--- config.mk ---
export PLATFORM = sky130hd
export DESIGN_NAME = i2cm_top
export DESIGN_NICKNAME = d
export VERILOG_FILES = /design/src/rtl/i2cm_pkg.sv /design/src/rtl/i2cm_regs.sv /design/src/rtl/i2cm_brg.sv /design/src/rtl/i2cm_engine.sv /design/src/rtl/i2cm_top.sv
export SDC_FILE = /design/constraint.sdc
export NUM_CORES = 1
export LEC_CHECK = 0
export ABC_AREA = 1
export BUFFER_PORTS_ARGS = -buffer_cell sky130_fd_sc_hd__buf_2
export CORE_AREA = 5 5 77 79
export DETAILED_ROUTE_END_ITERATION = 6
export DIE_AREA = 0 0 82 84
export MAX_ROUTING_LAYER = met4
export PLACE_DENSITY = 0.72
export SYNTH_ARGS = -nofsm -noshare
export SYNTH_HDL_FRONTEND = slang
export SYNTH_SLANG_ARGS = --single-unit
--- constraint.sdc ---
create_clock -name clk -period 3.63 [get_ports clk]
set_input_delay 0.5445 -clock clk [delete_from_list [all_inputs] [get_ports clk]]
set_output_delay 0.5445 -clock clk [all_outputs]
set_load 0.01 [all_outputs]
--- src/rtl/i2cm_pkg.sv ---
package i2cm_pkg;
   typedef enum logic [2:0] {E_IDLE, E_START, E_HOLD, E_BIT, E_STOP} eng_state_t;

   localparam logic [2:0] RA_CTRL = 3'd0;
   localparam logic [2:0] RA_CMD  = 3'd1;
   localparam logic [2:0] RA_DIV  = 3'd2;
   localparam logic [2:0] RA_TX   = 3'd3;
   localparam logic [2:0] RA_CLR  = 3'd4;

   localparam logic [3:0] MODE_MASTER = 4'b1000;
endpackage

--- src/rtl/i2cm_regs.sv ---
module i2cm_regs #(
   parameter int DW      = 8,
   parameter int MIN_DIV = 3
) (
   input  logic            clk,
   input  logic            rst_n,
   input  logic            we_i,
   input  logic [2:0]      addr_i,
   input  logic [DW-1:0]   wdata_i,
   output logic            mode_ok_o,
   output logic [DW-2:0]   reload_o,
   output logic            start_cmd_o,
   output logic            stop_cmd_o,
   output logic            tx_wr_o,
   output logic [7:0]      tx_data_o,
   output logic            clr_irq_o,
   output logic            clr_wcol_o
);
   import i2cm_pkg::*;
   localparam int RLD_W = DW - 1;
   localparam logic [RLD_W-1:0] MIN_R = RLD_W'(MIN_DIV);

   logic             en_q;
   logic [3:0]       mode_q;
   logic [RLD_W-1:0] div_q;

   always_ff @(posedge clk or negedge rst_n) begin
      if (!rst_n) begin
         en_q   <= 1'b0;
         mode_q <= '0;
         div_q  <= '1;
      end else if (we_i) begin
         if (addr_i == RA_CTRL) begin
            en_q   <= wdata_i[DW-1];
            mode_q <= wdata_i[3:0];
         end
         if (addr_i == RA_DIV) div_q <= wdata_i[RLD_W-1:0];
      end
   end

   assign mode_ok_o   = en_q && (mode_q == MODE_MASTER);
   assign reload_o    = (div_q < MIN_R) ? MIN_R : div_q;
   assign start_cmd_o = we_i && (addr_i == RA_CMD) && wdata_i[0];
   assign stop_cmd_o  = we_i && (addr_i == RA_CMD) && wdata_i[2];
   assign tx_wr_o     = we_i && (addr_i == RA_TX);
   assign tx_data_o   = wdata_i[7:0];
   assign clr_irq_o   = we_i && (addr_i == RA_CLR) && wdata_i[0];
   assign clr_wcol_o  = we_i && (addr_i == RA_CLR) && wdata_i[1];
endmodule

--- src/rtl/i2cm_brg.sv ---
module i2cm_brg #(
   parameter int RLD_W   = 7,
   parameter int MIN_DIV = 3
) (
   input  logic             clk,
   input  logic             rst_n,
   input  logic             run_i,
   input  logic             hold_i,
   input  logic [RLD_W-1:0] reload_i,
   output logic             tick_o
);
   localparam logic [RLD_W-1:0] MIN_R = RLD_W'(MIN_DIV);

   logic [RLD_W-1:0] cnt_q;

   assign tick_o = run_i && !hold_i && (cnt_q == '0);

   always_ff @(posedge clk or negedge rst_n) begin
      if (!rst_n)                          cnt_q <= '0;
      else if (!run_i || hold_i || tick_o) cnt_q <= reload_i;
      else                                 cnt_q <= cnt_q - RLD_W'(1);
   end

   // a stretched (low) SCL keeps the timer parked at its reload value
   assert_stretch_parks_R9: assert property (@(posedge clk) disable iff (!rst_n)
      (run_i && hold_i) |=> cnt_q == $past(reload_i));
   // the divisor reaching the timer never falls below the floor
   assert_reload_floor_R8: assert property (@(posedge clk) disable iff (!rst_n)
      reload_i >= MIN_R);
endmodule

--- src/rtl/i2cm_engine.sv ---
module i2cm_engine (
   input  logic       clk,
   input  logic       rst_n,
   input  logic       mode_ok_i,
   input  logic       start_cmd_i,
   input  logic       stop_cmd_i,
   input  logic       tx_wr_i,
   input  logic [7:0] tx_data_i,
   input  logic       clr_irq_i,
   input  logic       clr_wcol_i,
   input  logic       tick_i,
   input  logic       scl_i,
   input  logic       sda_i,
   output logic       scl_oe_o,
   output logic       sda_oe_o,
   output logic       brg_run_o,
   output logic       brg_hold_o,
   output logic       irq_o,
   output logic       nak_o,
   output logic       start_seen_o,
   output logic       stop_seen_o,
   output logic       wcol_o,
   output logic       busy_o,
   output logic       start_pend_o,
   output logic       stop_pend_o
);
   import i2cm_pkg::*;

   eng_state_t st_q;
   logic [1:0] q_q;
   logic [3:0] bitn_q;
   logic [7:0] sh_q;
   logic       hold_low_q;

   always_comb begin
      scl_oe_o = 1'b0;
      sda_oe_o = 1'b0;
      unique case (st_q)
         E_START: begin scl_oe_o = (q_q == 2'd2); sda_oe_o = 1'b1; end
         E_HOLD:  begin scl_oe_o = 1'b1;          sda_oe_o = hold_low_q; end
         E_BIT:   begin
            scl_oe_o = (q_q == 2'd0) || (q_q == 2'd3);
            sda_oe_o = (bitn_q < 4'd8) && !sh_q[7];
         end
         E_STOP:  begin scl_oe_o = (q_q == 2'd0); sda_oe_o = (q_q != 2'd2); end
         default: ;
      endcase
   end

   assign brg_run_o    = (st_q == E_START) || (st_q == E_BIT) || (st_q == E_STOP);
   assign brg_hold_o   = !scl_oe_o && !scl_i;
   assign busy_o       = (st_q != E_IDLE);
   assign start_pend_o = (st_q == E_START);
   assign stop_pend_o  = (st_q == E_STOP);

   always_ff @(posedge clk or negedge rst_n) begin
      if (!rst_n) begin
         st_q <= E_IDLE; q_q <= '0; bitn_q <= '0; sh_q <= '0; hold_low_q <= 1'b0;
         irq_o <= 1'b0; nak_o <= 1'b0; wcol_o <= 1'b0;
         start_seen_o <= 1'b0; stop_seen_o <= 1'b0;
      end else begin
         if (clr_irq_i)  irq_o  <= 1'b0;
         if (clr_wcol_i) wcol_o <= 1'b0;
         unique case (st_q)
            E_IDLE: if (start_cmd_i && mode_ok_i) begin
               st_q <= E_START; q_q <= 2'd0;
            end
            E_START: if (tick_i) begin
               if (q_q == 2'd2) begin
                  st_q <= E_HOLD; hold_low_q <= 1'b1; irq_o <= 1'b1;
                  start_seen_o <= 1'b1; stop_seen_o <= 1'b0;
               end else q_q <= q_q + 2'd1;
            end
            E_HOLD: begin
               if (tx_wr_i) begin
                  st_q <= E_BIT; q_q <= 2'd0; bitn_q <= '0; sh_q <= tx_data_i;
               end else if (stop_cmd_i) begin
                  st_q <= E_STOP; q_q <= 2'd0;
               end
            end
            E_BIT: begin
               if (tx_wr_i) wcol_o <= 1'b1;
               if (tick_i) begin
                  q_q <= q_q + 2'd1;
                  if (q_q == 2'd2 && bitn_q == 4'd8) nak_o <= sda_i;
                  if (q_q == 2'd3) begin
                     if (bitn_q == 4'd8) begin
                        st_q <= E_HOLD; hold_low_q <= 1'b0; irq_o <= 1'b1;
                     end else begin
                        bitn_q <= bitn_q + 4'd1;
                        sh_q   <= {sh_q[6:0], 1'b0};
                     end
                  end
               end
            end
            E_STOP: if (tick_i) begin
               if (q_q == 2'd2) begin
                  st_q <= E_IDLE; irq_o <= 1'b1;
                  stop_seen_o <= 1'b1; start_seen_o <= 1'b0;
               end else q_q <= q_q + 2'd1;
            end
            default: st_q <= E_IDLE;
         endcase
      end
   end

   // data may only move while SCL is driven low
   assert_sda_quiet_high_R3: assert property (@(posedge clk) disable iff (!rst_n)
      (st_q == E_BIT && !scl_oe_o) |=> (st_q != E_BIT || scl_oe_o || $stable(sda_oe_o)));
   // the flag only rises when a bus event ends
   assert_irq_on_event_R5: assert property (@(posedge clk) disable iff (!rst_n)
      $rose(irq_o) |-> $past(st_q) != st_q);
   // the two condition flags never read 1 together
   assert_cond_flags_excl_R6: assert property (@(posedge clk) disable iff (!rst_n)
      !(start_seen_o && stop_seen_o));
   // a collision is only raised by a buffer write during a byte
   assert_wcol_cause_R10: assert property (@(posedge clk) disable iff (!rst_n)
      $rose(wcol_o) |-> $past(tx_wr_i && st_q == E_BIT));
   // a START request while holding the bus does not restart
   assert_no_restart_R11: assert property (@(posedge clk) disable iff (!rst_n)
      (st_q == E_HOLD && start_cmd_i) |=> st_q != E_START);
   // the acknowledge status only moves while a byte is shifting
   assert_nak_in_byte_R4: assert property (@(posedge clk) disable iff (!rst_n)
      !$stable(nak_o) |-> $past(st_q) == E_BIT);
endmodule

--- src/rtl/i2cm_top.sv ---
module i2cm_top #(
   parameter int DW          = 8,
   parameter int MIN_DIV     = 3,
   parameter int SYNC_STAGES = 0
) (
   input  logic          clk,
   input  logic          rst_n,
   input  logic          reg_we,
   input  logic [2:0]    reg_addr,
   input  logic [DW-1:0] reg_wdata,
   input  logic          scl_in,
   input  logic          sda_in,
   output logic          scl_oe,
   output logic          sda_oe,
   output logic          irq,
   output logic          ack_nak,
   output logic          start_seen,
   output logic          stop_seen,
   output logic          wcol,
   output logic          busy,
   output logic          start_pend,
   output logic          stop_pend
);
   localparam int RLD_W = DW - 1;

   if (DW != 8) begin : g_bad_dw
      $error("i2cm_top: register map needs DW == 8");
   end
   if (MIN_DIV < 1 || MIN_DIV >= (1 << RLD_W)) begin : g_bad_min
      $error("i2cm_top: MIN_DIV out of range");
   end
   if (SYNC_STAGES < 0) begin : g_bad_sync
      $error("i2cm_top: SYNC_STAGES must be >= 0");
   end

   logic scl_s, sda_s;
   if (SYNC_STAGES == 0) begin : g_nosync
      assign scl_s = scl_in;
      assign sda_s = sda_in;
   end else begin : g_sync
      logic [SYNC_STAGES-1:0] scl_r, sda_r;
      always_ff @(posedge clk or negedge rst_n) begin
         if (!rst_n) begin
            scl_r <= '1; sda_r <= '1;
         end else begin
            scl_r <= {scl_r, scl_in}[SYNC_STAGES-1:0];
            sda_r <= {sda_r, sda_in}[SYNC_STAGES-1:0];
         end
      end
      assign scl_s = scl_r[SYNC_STAGES-1];
      assign sda_s = sda_r[SYNC_STAGES-1];
   end

   logic             mode_ok, start_cmd, stop_cmd, tx_wr, clr_irq, clr_wcol;
   logic [7:0]       tx_data;
   logic [RLD_W-1:0] reload;
   logic             tick, brg_run, brg_hold;

   i2cm_regs #(.DW(DW), .MIN_DIV(MIN_DIV)) u_regs (
      .clk, .rst_n, .we_i(reg_we), .addr_i(reg_addr), .wdata_i(reg_wdata),
      .mode_ok_o(mode_ok), .reload_o(reload), .start_cmd_o(start_cmd),
      .stop_cmd_o(stop_cmd), .tx_wr_o(tx_wr), .tx_data_o(tx_data),
      .clr_irq_o(clr_irq), .clr_wcol_o(clr_wcol));

   i2cm_brg #(.RLD_W(RLD_W), .MIN_DIV(MIN_DIV)) u_brg (
      .clk, .rst_n, .run_i(brg_run), .hold_i(brg_hold), .reload_i(reload),
      .tick_o(tick));

   i2cm_engine u_eng (
      .clk, .rst_n, .mode_ok_i(mode_ok), .start_cmd_i(start_cmd),
      .stop_cmd_i(stop_cmd), .tx_wr_i(tx_wr), .tx_data_i(tx_data),
      .clr_irq_i(clr_irq), .clr_wcol_i(clr_wcol), .tick_i(tick),
      .scl_i(scl_s), .sda_i(sda_s), .scl_oe_o(scl_oe), .sda_oe_o(sda_oe),
      .brg_run_o(brg_run), .brg_hold_o(brg_hold), .irq_o(irq), .nak_o(ack_nak),
      .start_seen_o(start_seen), .stop_seen_o(stop_seen), .wcol_o(wcol),
      .busy_o(busy), .start_pend_o(start_pend), .stop_pend_o(stop_pend));
endmodule

Yosys cells after proc, flatten, opt, wreduce, memory -nomap -nowiden:

Index checks and enable logic that the tools add are counted.

* $add $sub $neg: 3
* equal/unequal tests: 26
* multiply operators: 0
* reduce and logical (&&, ||, !) cells: 42
* shift operators: 0
* div/mod/pow operators: 0
* $lt $le $gt $ge: 2
* bitwise logic cells: 0
* multiplexer cells: 52

Operators with widths (count)
* $mux W8: 4
* $mux W3: 10
* $mux W1: 16
* $mux W4: 4
* $pmux W8 S2: 1
* $pmux W3 S5: 1
* $logic_and A1 B1 Y1: 14
* $mux W7: 2
* $ne A2 B1 Y1 const B: 7
* $eq A3 B2 Y1 const B: 4
* $mux W2: 6
* $ne A2 B2 Y1 const B: 6
* $reduce_and A6 Y1: 2
* $reduce_and A5 Y1: 2
* $reduce_and A9 Y1: 1
* $eq A4 B4 Y1 const B: 2
* $pmux W1 S2: 4
* $pmux W1 S4: 2
* $pmux W2 S4: 1
* $pmux W4 S2: 1
* $logic_not A7 Y1: 1
* $lt A7 B2 Y1 const B: 1
* $sub A7 B1 Y7 const B: 1
* $eq A3 B1 Y1 const B: 2
* other kinds (16): 30

* input bits: 16
* memories: 0
* latch bits: 0
* memory bits (read-only): 0
* register bits after elaboration: 42
* logic and storage cells: 139
* RAM bits: 0

Logic depth before layout (Yosys ltp):

Gate-level depths: netlist (run 1).

* depth in word-level cells: 10
* gate-level depth with buffers: 12
* mapped depth without buffers: 12

Cells and area by module:

A second synthesis (run 1) with hierarchy kept.

* cell total of the unflattened synthesis: 354
* area total of the unflattened synthesis: 2677.6 um2

By module, submodules not included
* i2cm_engine: instances 1, area each 1480.2 um2, cells an instance 197
* i2cm_regs: instances 1, area each 703.2 um2, cells an instance 91
* i2cm_brg: instances 1, area each 494.2 um2, cells an instance 66

Worst setup path before layout (run 1):

No wires, ideal clock.

* path kind: register -> register
* start point: register u_eng.q_q[0]
* end point: register u_eng.sh_q[2]
* required time: 3.513 ns
* library setup time: 0.117 ns
* path buffers: 1
* setup slack: 1.927 ns
* clock period less this slack: 1.703 ns
* cell stages (with the launch flop): 13
* arrival time: 1.587 ns
* path through: dfrtp_1 -> inv_1 -> ha_1 -> inv_1 -> o21ai_1 -> nand4_2 -> nand3_2 -> nand2_2 -> nand2_4 -> inv_6 -> buf_8 -> nand2_1 -> nand2_1

* longest elaborated chain between the ends: 10

RTL lines
* from (decl): line i2cm_engine.sv:30 `logic [1:0] q_q;`
* from (signal assigned): line i2cm_engine.sv:72 `end else q_q <= q_q + 2'd1;`
* from (signal assigned): line i2cm_engine.sv:84 `q_q <= q_q + 2'd1;`
* from (signal assigned): line i2cm_engine.sv:100 `end else q_q <= q_q + 2'd1;`
* $eq A2 B2 Y1 or $logic_not A2 Y1 (tied branches): line i2cm_engine.sv:42, i2cm_engine.sv:86, i2cm_engine.sv:45
* $logic_or A1 B1 Y1: line i2cm_engine.sv:42 `scl_oe_o = (q_q == 2'd0) || (q_q == 2'd3);`
* $pmux W1 S4: line i2cm_engine.sv:38 `unique case (st_q)`
* $logic_not A1 Y1: line i2cm_engine.sv:51 `assign brg_hold_o = !scl_oe_o && !scl_i;`
* $logic_and A1 B1 Y1: line i2cm_engine.sv:51
* $logic_not A1 Y1: line i2cm_brg.sv:16 `assign tick_o = run_i && !hold_i && (cnt_q == '0);`
* $logic_and A1 B1 Y1 (2 in series): line i2cm_brg.sv:16
* $ne A2 B2 Y1 (no source line)
* $reduce_and A5 Y1 (no source line) *
* to (signal assigned): line i2cm_engine.sv:91 `sh_q <= {sh_q[6:0], 1'b0};`
* to (decl): line i2cm_engine.sv:32 `logic [7:0] sh_q;`

Mark *: on every way between the ends. The rest lies on a longest branch, timed or not.
A chain may end at the register's enable or synchronous reset.

Final worst setup path (run 1):

* start point: register u_eng.q_q[0]
* end point: output port scl_oe

* longest elaborated chain between the ends: 3

RTL lines
* $eq A2 B2 Y1 or $logic_not A2 Y1 (tied branches): line i2cm_engine.sv:42, i2cm_engine.sv:45
* $logic_or A1 B1 Y1: line i2cm_engine.sv:42
* $pmux W1 S4 *: line i2cm_engine.sv:38
* to (decl): line i2cm_top.sv:13 `output logic scl_oe,`

Marked as above.

==> impl_results.md, run 1 <==
- Initial drt markers: 134
- P&R area growth vs syn: 13.54%
- Busiest grt layer: met2
- Fmax: 488.9 MHz
- Core area: 5270 um^2
- CP Launch Type: flip-flop
- Worst-margin pin slew: 0.9175 ns
- R2r endpoint: u_eng.q_q[0]
- Initial antenna violation count: 0
- Worst-path fanout max: 4
- Die Footprint: 6888 um^2
- Setup crit end kind: output pin
- Post-route setup TNS: 0 ns
- CTS tree: done
- Yosys warnings: 0
- Main synth FF type: dfrtp_1
- RSZ-0062 raised after global routing: no
- Num rows: 27
- Mapped Area: 2265 um^2
- CP required: 3.09 ns
- Hold buffers post-CTS: 0
- Via density: 4.818
- Post-CTS sizing: 0
- Root Driver: clkbuf_8
- Synth area leader: dfrtp_1
- Synth top area cells: dfrtp_1 (39%), nand2_1 (16%), dfstp_2 (8.1%)
- Vias in the first global route: 1,865
- Port Buffer Count: 25
- Pleak: 1.341 nW
- Detail Placement HPWL: 3.523 mm
- Post-synth top area share: 38.67%
- Layout net count: 345
- Setup Crit Path Kind: flip-flop to output pin
- Met1 GRT Util: 21.13%
- Finished Cell Area: 2571 um^2
- Routed via count: 1,908
- PD cells: 704.2 nW/um^2
- Post-synth ARST share: 100.0%
- Status: finished, final reports clean
- Syn Inst Count: 294
- Avg Inst Size Synth: 7.703 um^2
- Clock tree buffer depth: 2
- DR WL/cell: 11.88 um
- Grt met2 use: 24.54%
- Worst hold-check path type: primary input to asynchronous set/reset pin
- Fin crit period: 2.045 ns
- Finished Core Util: 48.79%
- Antenna diode count: 0
- WP data arrival: 1.50 ns
- Total global-route track usage: 15.99%
- GRT overflow: 0
- Skew-Pair Late Insertion Delay: 0.30 ns
- Period Utilization, post-route: 56.35%
- Most frequent cell after synthesis: nand2_1
- Critical R2R Launch: u_brg.cnt_q[0]
- PnR worst setup slack: 1.585 ns
- R2R cell count: 9
- First drt pass iteration count: 4
- Maximum VDD drop: 0.2169 mV
- Dpl cell area: 2457 um^2
- Slew Viols, Final: 0
- Post-Route WL: 4.704 mm
- Slew HR: 38.83%
- First-pass GRT wire length: 8.376 mm
- Fin. Hold Viols: 0
- Post-synth top cells: nand2_1 (97), inv_1 (40), dfrtp_1 (35), o21ai_0 (27), nor2_1 (22)
- Width of the chip: 82 um
- ANT nets after route: 0
- Post-CTS Setup Bufs: 0
- Worst clock skew: 0.01015 ns
- Post-synth cell types: 31
- H-tree levels: 2
- Flops & latches, synth: 42
- Setup slack at placement: 1.750 ns
- CTS Sinks: 42
- Io pins: 26
- Clock buffer count from CTS: 5
- RePlAce Congestion: 0.9611
- Proportion of layout cells with a drive suffix above 1: 17.90%
- Final setup vio count: 0
- Clock slew at reported path FFs: 0.08 ns
- Post-synth EDFFs: 0
- Synthesized Nets: 316
- Worst reg-to-reg setup slack: 1.74 ns
- Initial Util: 42.97%
- Largest net degree at the start of global routing: 43
- Remaining DRCs: 0
- Die Y: 84 um
- M3 GR Usage: 2.160%
- Post-synthesis sequential area ratio: 46.80%
- Max cap viols: 0
==> critical path, stage by stage, from the launching register on <==
cell and delay (ns):
dfrtp_1 0.40, inv_1 0.07, ha_1 0.27, inv_1 0.04, o21ai_1 0.17, nand3_1 0.10, buf_2 0.14
==> layer usage <==
layer | routed length (um) | up-vias | part of all wire, %
met5 | 0 | - | 0
met4 | 91 | 0 | 1.9
met3 | 191 | 8 | 4.1
met2 | 2210 | 40 | 47
met1 | 2210 | 871 | 47
li1 | - | 989 | -
==> metrics by stage <==
step / cells / power (mW) / hold WS, ns
2_1_floorplan: 294 / 1.254 / 0.2489
3_3_place_gp: 388 / 1.435 / 0.4529
3_5_place_dp: 388 / 1.445 / 0.4695
4_1_cts: 396 / 1.824 / 0.4181
5_1_grt: 396 / 1.991 / 0.4532
6_report: 396 / 1.811 / 0.3770
==> cell type report <==
cell class	instances	area (um^2)
fill	534	2699
sequential	42	1060
multi-input combinational	206	1016
inverter	43	166.4
timing repair buffer	25	125.1
tap	72	90.09
clock buffer	5	68.82
clock inverter	3	45.04
==> cells by family after synthesis <==
family / count (synthesis) / synth area share, %
compound gates: 38 / 9.393
xor+xnor: 6 / 2.321
fa+ha+maj: 6 / 3.315
buf+inv: 46 / 8.342
flops: 42 / 46.80
mux: 1 / 0.4972
simple gates: 155 / 29.34
==> worst max path at each step <==
stage,startpoint,endpoint,slack (ns)
3_3_place_gp,reg_addr[2],u_eng.q_q[0],1.77
6_report,u_eng.q_q[0],scl_oe,1.58
3_5_place_dp,reg_addr[2],u_eng.q_q[0],1.75
4_1_cts,u_eng.q_q[0],scl_oe,1.57
5_1_grt,u_eng.q_q[0],scl_oe,1.45
2_1_floorplan,u_eng.q_q[0],u_eng.sh_q[2],1.93
==> cell usage in the layout, fill, tap and decap left out, types with 3 or more instances in the layout <==
cell,instances
dfrtp_1,35
xnor2_1,3
nand3_1,16
dfstp_2,7
nor2_2,4
xor2_1,3
ha_1,6
nor2_1,22
nand2_1,97
o21ai_2,3
buf_2,25
o21ai_0,27
nand4_1,6
clkbuf_8,5
inv_1,40
nand2_2,3
==> report_power, final <==
part           internal [mW]  total [mW]  leakage (nW)  switching, mW
combinational          0.261       0.728         0.782          0.467
sequential             0.614       0.711         0.508         0.0964
clock                  0.205       0.372        0.0504          0.167
==> sequential cells by signal, indices dropped and copies added, names as in the netlist <==
name and count:
u_eng.irq_o 1, u_eng.bitn_q 4, u_eng.st_q 3, u_eng.sh_q 8
u_eng.hold_low_q 1, u_regs.mode_q 4, u_eng.wcol_o 1, u_brg.cnt_q 7
u_regs.div_q 7, u_eng.start_seen_o 1, u_regs.en_q 1, u_eng.stop_seen_o 1
u_eng.q_q 2, u_eng.nak_o 1
(Power assumes the default switching activity.)
==> run 2: changes to the inputs <==
PLACE_DENSITY = 0.75   (was 0.72)
clock period = 1.8 ns   (was 3.63 ns; I/O delays follow)
==> impl_results.md, run 2 (synthesized netlist as in run 1, its figures left out) <==
- DR WL/cell: 12.82 um (was 11.88 um)
- Power Total: 4.067 mW (was 1.811 mW)
- Final Non-Filler Cells: 420 (was 396)
- WP data arrival: 1.45 ns (was 1.50 ns)
- CTS tree: done (unchanged)
- Most frequent cells in the layout: nand2_1 (91), inv_1 (32), dfrtp_1 (32), buf_2 (25), o21ai_0 (24) (was nand2_1 (97), inv_1 (40), dfrtp_1 (35), o21ai_0 (27), buf_2 (25))
- Die Footprint: 6888 um^2 (unchanged)
- Reg with most FFs: u_eng.sh_q (unchanged)
- Skew-Pair Late Insertion Delay: 0.29 ns (was 0.30 ns)
- P&R area growth vs syn: 28.45% (was 13.54%)
- Dpl cell area: 2522 um^2 (was 2457 um^2)
- H-tree levels: 2 (unchanged)
- Fmax: 580.2 MHz
- First drt pass iteration count: 4 (unchanged)
- Clock slew at reported path FFs: 0.07 ns (was 0.08 ns)
- Clock tree buffer depth: 2 (unchanged)
- Post-Route WL: 5.383 mm (was 4.704 mm)
- Layout net count: 370 (was 345)
- PnR worst setup slack: 0.07638 ns (was 1.585 ns)
- Root Driver: clkbuf_8 (unchanged)
- Clock buffer count from CTS: 5 (unchanged)
- Largest regs: u_eng.sh_q (8), u_brg.cnt_q (7), u_regs.div_q (7) (unchanged)
- Max cap viols: 0 (unchanged)
- Die Y: 84 um (unchanged)
- WHS Endpoint: u_eng.nak_o
- Initial antenna violation count: 0 (unchanged)
- Worst hold-check path type: primary input to flip-flop (was primary input to asynchronous set/reset pin)
- CP Launch Type: flip-flop (unchanged)
- Status: finished, final reports clean (unchanged)
- Critical R2R Launch: u_eng.q_q[0] (was u_brg.cnt_q[0])
- ANT nets after route: 0 (unchanged)
- GRT overflow: 0 (unchanged)
- Max FFs per register: 8 (unchanged)
- Hold Path Depth: 3
- Core area: 5270 um^2 (unchanged)
- Post-Place Cells: 395 (was 388)
- CP required: 1.53 ns (was 3.09 ns)
- Largest net degree at the start of global routing: 25 (was 43)
- Maximum VDD drop: 0.5580 mV (was 0.2169 mV)
- PD cells: 1398 nW/um^2 (was 704.2 nW/um^2)
- RSZ-0062 raised after global routing: yes (was no)
- R2r endpoint: u_eng.st_q[0] (was u_eng.q_q[0])
- Setup slack at placement: 0.02225 ns (was 1.750 ns)
- Fin. Hold Viols: 0 (unchanged)
- Pleak: 1.479 nW (was 1.341 nW)
- Num rows: 27 (unchanged)
- Period Utilization, post-route: 95.76%
- Proportion of layout cells with a drive suffix above 1: 29.89% (was 17.90%)
- Antenna diode count: 0 (unchanged)
- Width of the chip: 82 um (unchanged)
- Fillers: 493 (was 534)
- CTS Sinks: 42 (unchanged)
- Detail Placement HPWL: 3.724 mm (was 3.523 mm)
- Initial Util: 42.97% (unchanged)
- Initial drt markers: 165 (was 134)
- Setup Crit Path Kind: flip-flop to output pin (unchanged)
- Hold_ws: 0.2122 ns (was 0.3770 ns)
- Slew HR: 69.17% (was 38.83%)
- RePlAce Congestion: 0.8909 (was 0.9611)
- Total global-route track usage: 16.28% (was 15.99%)
- Worst-path fanout max: 4 (unchanged)
- Hold Crit Start: sda_in
- Finished Cell Area: 2909 um^2 (was 2571 um^2)
- Worst-margin pin slew: 0.4624 ns (was 0.9175 ns)
- Slew Viols, Final: 0 (unchanged)
- Most common cell after layout, fill and taps aside: nand2_1 (unchanged)
- Fin crit period: 1.724 ns
- Via density: 4.881 (was 4.818)
- Setup crit end kind: output pin (unchanged)
- Final setup vio count: 0 (unchanged)
- Routed via count: 2,050 (was 1,908)
- Worst clock skew: 0.005695 ns (was 0.01015 ns)
- Port Buffer Count: 25 (unchanged)
- Remaining DRCs: 0 (unchanged)
- Vias in the first global route: 1,892 (was 1,865)
- Io pins: 26 (unchanged)
- Worst reg-to-reg setup slack: 0.09 ns (was 1.74 ns)
- First-pass GRT wire length: 8.500 mm (was 8.376 mm)
- R2R cell count: 11 (was 9)
-- run 2: critical path, cell delays in order, from the launching register on --
cell and delay, ns:
dfrtp_2 0.46, nor2_4 0.15, nand2_1 0.09, buf_4 0.15, o211ai_1 0.16, buf_2 0.15
-- run 2: cell type report --
cell class	count	area, um^2	area share [%]
multi-input combinational	206	1152	39.61
sequential	42	1064	36.56
timing repair buffer	49	336.6	11.57
inverter	43	181.4	6.237
tap	72	90.09	3.097
clock buffer	7	76.32	2.624
timing repair inverter	1	8.758	0.3011
-- run 2: worst max-delay path by stage --
stage | start | end | slack (ns)
2_1_floorplan | u_eng.q_q[0] | u_eng.sh_q[2] | 0.1
3_3_place_gp | u_eng.q_q[0] | u_eng.bitn_q[0] | 0.1
3_5_place_dp | u_eng.q_q[0] | u_eng.bitn_q[0] | 0.02
4_1_cts | u_eng.q_q[0] | u_eng.bitn_q[1] | 0.02
5_1_grt | u_eng.st_q[1] | sda_oe | -0.04
6_report | u_eng.st_q[1] | sda_oe | 0.08
-- run 2: metal layers --
metal  vias to the layer above  track usage, %  wire [um]
li1                       1039               -          -
met5                         -               -          0
met1                       970           21.34       2414
met2                        32           24.98       2721
met4                         0           6.042         91
met3                         9           2.808        156
-- run 2: repair_timing --
action / in CTS / in global routing
resized for setup: 1 / 48
gates cloned: 0 / 1
setup buffers: 0 / 17
pin swaps: 0 / 14
setup endpoints to repair: 1 / 30
endpoints found under the hold margin: 18 / 0
hold buffers: 1 / 0
-- run 2: through the flow --
step	util (%)	TNS, ns
after floorplan	-	0
after global placement	47.86	0
after detailed placement	47.86	0
after CTS	49.50	0
after global routing	55.20	-0.1663
final	55.20	0
-- run 2: where the power goes --
| part | internal [mW] | total (mW) | switching, mW | leakage [nW] |
|---|---|---|---|---|
| clock | 0.267 | 0.568 | 0.301 | 0.0383 |
| combinational | 0.837 | 2.03 | 1.19 | 0.936 |
| sequential | 1.25 | 1.47 | 0.223 | 0.504 |
| total | 2.35 | 4.07 | 1.72 | 1.48 |
